$ cat src/rtl/frame_stat_pkg.sv
package frame_stat_pkg;
  localparam int LEN_W = 12;
  localparam int HI_W  = 4;
  localparam int LO_W  = LEN_W - HI_W;
  localparam int ERR_W = 3;

  typedef struct packed {
    logic [LEN_W-1:0] len;
    logic [ERR_W-1:0] err;  // {length error, crc error, abort}
  } fstat_t;
endpackage

$ cat src/rtl/fsf_store.sv
module fsf_store
  import frame_stat_pkg::*;
#(
  parameter int DEPTH = 8,
  localparam int PW = (DEPTH > 1) ? $clog2(DEPTH) : 1,
  localparam int CW = $clog2(DEPTH + 1)
) (
  input  logic          clk,
  input  logic          rst_n,
  input  logic          push,
  input  fstat_t        push_ent,
  input  logic          pop,
  output fstat_t        head,
  output logic          full,
  output logic          empty,
  output logic          push_acc,
  output logic          pop_acc
);
  fstat_t          mem [DEPTH];
  logic [PW-1:0]   wr_ptr, rd_ptr;
  logic [CW-1:0]   count;

  assign full     = (count == CW'(DEPTH));
  assign empty    = (count == '0);
  assign push_acc = push && !full;
  assign pop_acc  = pop && !empty;
  assign head     = mem[rd_ptr];

  function automatic logic [PW-1:0] nxt(input logic [PW-1:0] p);
    return (p == PW'(DEPTH - 1)) ? '0 : p + 1'b1;
  endfunction

  always_ff @(posedge clk) begin
    if (!rst_n) begin
      wr_ptr <= '0;
      rd_ptr <= '0;
      count  <= '0;
    end else begin
      if (push_acc) wr_ptr <= nxt(wr_ptr);
      if (pop_acc)  rd_ptr <= nxt(rd_ptr);
      count <= count + CW'(push_acc) - CW'(pop_acc);
    end
  end

  for (genvar g = 0; g < DEPTH; g++) begin : g_slot
    always_ff @(posedge clk) begin
      if (!rst_n) mem[g] <= '0;
      else if (push_acc && wr_ptr == PW'(g)) mem[g] <= push_ent;
    end
  end

  assert_count_bound_R3: assert property (@(posedge clk) disable iff (!rst_n)
    count <= CW'(DEPTH));
  assert_drop_when_full_R3: assert property (@(posedge clk) disable iff (!rst_n)
    (push && full && !pop) |=> (count == $past(count)));
  assert_pop_one_R8: assert property (@(posedge clk) disable iff (!rst_n)
    (pop && !empty && !push) |=> (count == $past(count) - 1'b1));
  assert_empty_pop_still_R9: assert property (@(posedge clk) disable iff (!rst_n)
    (pop && empty) |=> $stable(rd_ptr));
endmodule

$ cat src/rtl/fsf_err_track.sv
module fsf_err_track
  import frame_stat_pkg::*;
#(
  parameter int DEPTH = 8,
  localparam int CW = $clog2(DEPTH + 1)
) (
  input  logic             clk,
  input  logic             rst_n,
  input  logic             push_acc,
  input  logic [ERR_W-1:0] push_err,
  input  logic             pop_acc,
  input  logic [ERR_W-1:0] head_err,
  input  logic             empty,
  output logic             irq
);
  logic [CW-1:0] bad_cnt;
  logic inc, dec;

  assign inc = push_acc && (push_err != '0);
  assign dec = pop_acc && (head_err != '0);
  assign irq = (bad_cnt != '0);

  always_ff @(posedge clk) begin
    if (!rst_n) bad_cnt <= '0;
    else        bad_cnt <= bad_cnt + CW'(inc) - CW'(dec);
  end

  assert_irq_needs_entry_R10: assert property (@(posedge clk) disable iff (!rst_n)
    irq |-> !empty);
endmodule

$ cat src/rtl/fsf_host_view.sv
module fsf_host_view
  import frame_stat_pkg::*;
(
  input  logic            clk,
  input  logic            rst_n,
  input  fstat_t          head,
  input  logic            empty,
  input  logic            drop,
  input  logic            stat_rd,
  output logic [HI_W-1:0] len_hi,
  output logic [LO_W-1:0] len_lo,
  output logic [3:0]      stat_reg,
  output logic [ERR_W-1:0] line_err
);
  logic ovf_q;
  fstat_t vis;

  assign vis      = empty ? '0 : head;
  assign len_hi   = vis.len[LEN_W-1:LO_W];
  assign len_lo   = vis.len[LO_W-1:0];
  assign stat_reg = {ovf_q, vis.err};
  assign line_err = vis.err;

  always_ff @(posedge clk) begin
    if (!rst_n)       ovf_q <= 1'b0;
    else if (drop)    ovf_q <= 1'b1;
    else if (stat_rd) ovf_q <= 1'b0;
  end

  assert_ovf_cause_R4: assert property (@(posedge clk) disable iff (!rst_n)
    $rose(ovf_q) |-> $past(drop));
  assert_ovf_clear_R4: assert property (@(posedge clk) disable iff (!rst_n)
    (stat_rd && !drop) |=> !ovf_q);
endmodule

$ cat src/rtl/frame_stat_fifo.sv
module frame_stat_fifo
  import frame_stat_pkg::*;
#(
  parameter int DEPTH = 8
) (
  input  logic        clk,
  input  logic        rst_n,
  input  logic        fr_valid,
  output logic        fr_ready,
  input  logic [11:0] fr_len,
  input  logic [2:0]  fr_err,
  input  logic        stat_rd,
  output logic [3:0]  len_hi,
  output logic [7:0]  len_lo,
  output logic [3:0]  stat_reg,
  output logic [2:0]  line_err,
  output logic        nonempty,
  output logic        irq
);
  fstat_t head, in_ent;
  logic full, empty, push_acc, pop_acc;

  assign in_ent   = '{len: fr_len, err: fr_err};
  assign fr_ready = !full;
  assign nonempty = !empty;

  fsf_store #(.DEPTH(DEPTH)) store_i (
    .clk(clk), .rst_n(rst_n), .push(fr_valid), .push_ent(in_ent),
    .pop(stat_rd), .head(head), .full(full), .empty(empty),
    .push_acc(push_acc), .pop_acc(pop_acc)
  );

  fsf_err_track #(.DEPTH(DEPTH)) err_i (
    .clk(clk), .rst_n(rst_n), .push_acc(push_acc), .push_err(fr_err),
    .pop_acc(pop_acc), .head_err(head.err), .empty(empty), .irq(irq)
  );

  fsf_host_view view_i (
    .clk(clk), .rst_n(rst_n), .head(head), .empty(empty),
    .drop(fr_valid && full), .stat_rd(stat_rd),
    .len_hi(len_hi), .len_lo(len_lo), .stat_reg(stat_reg), .line_err(line_err)
  );

  assert_mirror_R7: assert property (@(posedge clk) disable iff (!rst_n)
    line_err == stat_reg[2:0]);
  assert_empty_zero_R9: assert property (@(posedge clk) disable iff (!rst_n)
    !nonempty |-> (len_hi == '0 && len_lo == '0 && line_err == '0));
  assert_first_push_R11: assert property (@(posedge clk) disable iff (!rst_n)
    (!nonempty && fr_valid) |=> nonempty);
endmodule

$ cat config.mk
export PLATFORM = sky130hd
export DESIGN_NAME = frame_stat_fifo
export DESIGN_NICKNAME = d
export VERILOG_FILES = /design/src/rtl/frame_stat_pkg.sv /design/src/rtl/fsf_store.sv /design/src/rtl/fsf_err_track.sv /design/src/rtl/fsf_host_view.sv /design/src/rtl/frame_stat_fifo.sv
export SDC_FILE = /design/constraint.sdc
export NUM_CORES = 1
export LEC_CHECK = 0
export ABC_AREA = 1
export ABC_CLOCK_PERIOD_IN_PS = 2700
export BUFFER_PORTS_ARGS = -buffer_cell sky130_fd_sc_hd__buf_4
export CAP_MARGIN = 20
export CORE_UTILIZATION = 33
export CTS_BUF_LIST = sky130_fd_sc_hd__clkbuf_8
export DETAILED_ROUTE_END_ITERATION = 6
export SLEW_MARGIN = 20
export SYNTH_ARGS = -nofsm -noshare
export SYNTH_HDL_FRONTEND = slang
export SYNTH_SLANG_ARGS = --single-unit
$ cat constraint.sdc
create_clock -name clk -period 2.7 [get_ports clk]
set_clock_uncertainty 0.15 [all_clocks]
set_input_delay 0.54 -clock clk [delete_from_list [all_inputs] [get_ports clk]]
set_output_delay 0.54 -clock clk [all_outputs]
set_load 0.02 [all_outputs]
# Word-level counts from Yosys, hierarchy flattened

Memories as Yosys holds them, arrays and structs flattened. A register that Yosys moved wholly into a read port is not among the register bits.
Index checks and enable logic that the tools add are counted.

Memory bits (writable): 120
Input bits: 19
Memories kept: 1
Bits in registers: 15
Word-level logic and storage cells: 90
Output and inout bits: 22

Memories:

| name        | words | bits a word | rd ports | clocked after Yosys merged registers in | wr ports | line            | RTL |
|---|---|---|---|---|---|---|---|
| store_i.mem | 8     | 15          | 1        | 1                                       | 8        | fsf_store.sv:19 | `fstat_t mem [DEPTH];` |

Add/subtract/negate cells: 6
Bitwise logic cells: 8
Reductions and logical operators: 21
Eq/ne operators: 9
Mux-type cells: 40

Operators by type and width:

| cell                  | count |
|---|---|
| $mux W15              | 9 |
| $mux W1               | 27 |
| $eq A3 B3 Y1 const B  | 5 |
| $logic_and A1 B1 Y1   | 13 |
| $mux W3               | 4 |
| $add A4 B1 Y4         | 2 |
| $or A1 B1 Y1          | 8 |
| $sub A4 B1 Y4         | 2 |
| $add A3 B1 Y3 const B | 2 |
| $eq A3 B2 Y1 const B  | 2 |
| $reduce_bool A3 Y1    | 2 |
| $eq A4 B4 Y1 const B  | 1 |
| $logic_not A4 Y1      | 1 |
| $reduce_bool A4 Y1    | 1 |
| $eq A3 B1 Y1 const B  | 1 |
| $logic_not A3 Y1      | 1 |
| $logic_not A1 Y1      | 2 |
| $reduce_bool A2 Y1    | 1 |

# Logic depth before layout (Yosys ltp)

Word-level depth: 8
Depth in mapped cells: 20
Gate-level depth less buffers: 18

# By module

A second synthesis with hierarchy kept.

Cells, all modules: 869
Area total of the unflattened synthesis: 7328.3 sq um

By module, submodules not included:

| module          | seq. area each (sq um) | cells each | area an instance (sq um) | times used |
|---|---|---|---|---|
| fsf_store       | 3863.7                 | 792        | 6855.3                   | 1 |
| fsf_err_track   | 80.1                   | 32         | 264.0                    | 1 |
| fsf_host_view   | 20.0                   | 41         | 193.9                    | 1 |
| frame_stat_fifo | 0.0                    | 4          | 15.0                     | 1 |

# Worst setup path after synthesis

OpenSTA, ideal clock, no wires.

Kind: register to register
From: register store_i.count[2]
To: memory store_i.mem[0][0] (netlist bit), enable pin
Arrival time: 2062 ps
Period minus slack after synthesis: 2620 ps
Stages on the path, launching flop included: 7
Slack: 80 ps
Path buffers: 1
Required time: 2142 ps
Library setup time: 408 ps
Path through: dfxtp_1 -> inv_1 -> ha_1 -> nand3_4 -> nand2_4 -> buf_2 -> o21ai_0

RTL lines:

| what                     | line            | RTL |
|---|---|---|
| start: declaration       | fsf_store.sv:21 | `logic [CW-1:0] count;` |
| start signal: assignment | fsf_store.sv:41 | `count <= count + CW'(push_acc) - CW'(pop_acc);` |
| end: declaration         | fsf_store.sv:19 |  |

==> key figures <==
Timing
  • Slew headroom: 62.7%
  • Fin. max-slew vios: 0
  • Finish-stage setup viols: 0
  • Period utilisation layout: 94.7%
  • Final-report hold violation count: 0
  • Setup TNS Final: 0 ps
  • Final min period: 2560 ps
  • Worst-margin pin slew: 558 ps
  • Max Freq: 391 MHz

Setup path
  • Critical path launch point type: register
  • Critical path fanouts, max: 24
  • Critical Path Sink Type: output port
  • Critical path class: register to output port
  • R2r worst-path depth: 15
  • RR Endpoint: err_i.bad_cnt[2]
  • Critical Path AT: 1870 ps
  • Required time worst endpoint: 2010 ps
  • Reg2Reg Setup Slack: 190 ps
  • CP endpoint: len_lo[0]

Logic synthesis
  • Mux contribution to synthesized area: 0%
  • Post-synthesis xor/xnor area fraction: 0.264%
  • Most numerous cell in the Yosys netlist: nor2_1
  • Netlist cell types: 37
  • Avg Cell Area, Syn: 9.98 µm²
  • Post-synthesis net count: 704
  • Largest family of logic cells by synthesized area: simple AND/OR/NAND/NOR gates
  • Post-synth EDFFs: 120
  • Async set-or-reset flop fraction in the synthesized netlist: 0%
  • Cells after Synth: 664
  • Compound-Gate Fraction of Synth Area: 7.99%
  • Synth Warn #: 0
  • Simple-Gate Fraction of Synth Area: 20.2%
  • FF+latch count, synth: 138
  • Register area share after synthesis: 59.8%
  • Most used DFF post-synth: edfxtp_1
  • Adder-cell area share of the yosys netlist: 4.19%
  • Yosys top cell area share: 54.4%
  • Synth top area cells: edfxtp_1, nor2_1, dfxtp_1
  • Mapped cell area: 0.00663 mm²
  • Dominant cell type by area after synthesis: edfxtp_1
  • Most instantiated cells after synthesis: nor2_1, edfxtp_1, nand2_1

CTS
  • Setup Fix Bufs, Post-CTS: 0
  • Maximum clock path buffer count: 2
  • H-tree levels: 4
  • CTS sink count: 138
  • CTS tree: yes
  • Hold-fix buffer count after cts: 0
  • Num CTS Buffers: 17
  • Root Driver: clkbuf_8
  • Clock slew at reported path FFs: 70 ps
  • Skew-Pair Late Insertion Delay: 440 ps

Floorplan
  • Initial core utilization: 33.8%
  • Area of the core: 0.0196 mm²
  • Chip width: 144 µm
  • DIE HEIGHT: 144 µm
  • Row Count: 51
  • Io pins: 41
  • Die area: 0.0207 mm²

Finish
  • Filler cell count in the final layout: 1984
  • Synth-to-Final Area Change: 15.3%
  • Final Net Count: 743
  • Register Area: 0.00397 mm²
  • Antenna cells: 0
  • Multi-input logic area: 0.00218 mm²
  • Layout cells sized above 1: 15.8%

Pwr
  • Leakage: 3.18 nW
  • Pwr/cell area: 930 mW/mm²
  • Worst ir drop on vdd: 674 µV
  • Pwr Total: 7.11 mW

Drt
  • Max Used Layer: met4
  • Number of detailed-route iterations in the first pass: 5
  • DR vias/cell: 4.76
  • Routed wl met2: 7650 µm
  • Routed met1 length: 7720 µm
  • Routed via count: 4663
  • DR DRC count: 0
  • Post-DRT Antenna Nets: 0
  • DR WL met3: 682 µm
  • Routed WL per cell: 16.7 µm
  • Starting DRT DRC Count: 354
  • WL final: 16400 µm

Status
  • Status: complete, no violations

Placement
  • Port-buffer cells: 40
  • Final Wtd Congestion: 0.861
  • HPWL after DPL: 9820 µm

Global route
  • Global-route wire length before repair: 25600 µm
  • Vias in the first global route: 4696
  • Largest net degree at the start of global routing: 47
  • Grt ovf: 0
  • Initial antenna violation count: 0
  • GRT Util Overall: 17.0%

Job
  • Max-Cap Viols: 0

Hold path
  • Min-Delay Path Class: input pin to register
[state kept, by name, indices dropped and copies added, names as in the netlist, named ones only]
register and cells:
view_i.ovf_q 1, store_i.mem 120, store_i.count 4, store_i.wr_ptr 3, store_i.rd_ptr 3, err_i.bad_cnt 4
[logic make-up after synthesis]
family | Yosys count
flip-flops | 138
adder cells (fa/ha/maj) | 21
AND/OR/NAND/NOR | 314
AO/OA/AOI/OAI | 93
XOR/XNOR | 2
buffers and inverters | 96
[worst max-delay path: stages (launching register included)]
cell and delay, ps:
dfxtp_4 410, inv_8 170, buf_16 180, nor2_1 50, o211ai_1 190, nand2_1 70, nor2_1 170, buf_4 180
[cells in the final DEF (no fill, tap or decap), types with 2 or more instances in the layout]
master,n
a211oi_2,2
a21oi_1,6
buf_12,3
buf_4,53
buf_6,2
bufinv_16,3
clkbuf_16,2
clkbuf_8,17
clkinv_1,5
clkinv_2,3
clkinv_4,3
clkinvlp_4,2
dfxtp_1,16
edfxtp_1,120
fa_1,2
ha_1,19
inv_1,47
inv_2,4
nand2_1,68
nand3_1,17
nand3_4,3
nand4_2,3
nand4_4,3
nor2_1,213
nor2_2,3
o211ai_1,12
o21ai_0,47
o21ai_1,11
o22ai_1,12
[power by group]
group          switching, mW  internal (mW)
registers              0.127           2.58
logic                   1.71           1.00
clock network          0.788          0.896
total                   2.62           4.48
[how the worst min path moves through the flow]
stage,from,to,depth (start not counted)
after detailed placement,view_i.ovf_q,view_i.ovf_q,2
final,stat_rd,view_i.ovf_q,4
after CTS,stat_rd,view_i.ovf_q,4
after floorplan,view_i.ovf_q,view_i.ovf_q,2
after global routing,stat_rd,view_i.ovf_q,4
after global placement,view_i.ovf_q,view_i.ovf_q,2
[layout make-up]
| class | count | share of cell area (%) |
|---|---|---|
| multi-input cells | 430 | 28.5 |
| flip-flops and latches | 138 | 51.9 |
| clock buffers | 17 | 3.06 |
| clock inverters | 14 | 2.06 |
| repair buffers | 61 | 7.30 |
| well taps | 265 | 4.34 |
| inverters | 55 | 2.83 |
[metrics by stage]
step | hold WS [ps] | worst slack [ps] | cells | cell area (µm²) | utilization, %
2_1_floorplan | 294 | 80.1 | 664 | 6630 | -
3_3_place_gp | 307 | 267 | 947 | 7130 | 36.4
3_5_place_dp | 309 | 235 | 947 | 7130 | 36.4
4_1_cts | 222 | 18.9 | 978 | 7550 | 38.5
5_1_grt | 250 | -0.798 | 980 | 7640 | 39.0
6_report | 244 | 144 | 980 | 7640 | 39.0
[repair_timing]
item / CTS / global route
gates cloned: 0 / 2
resized for setup: 8 / 12
endpoints found under the setup margin: 12 / 9
[routing by layer]
| metal | vias to the layer above | track usage [%] |
|---|---|---|
| li1 | 2291 | - |
| met1 | 2223 | 22.3 |
| met2 | 127 | 27.9 |
| met3 | 22 | 3.33 |
| met4 | 0 | 6.05 |
| met5 | - | 0 |
Power figures use the tool's default switching activity.
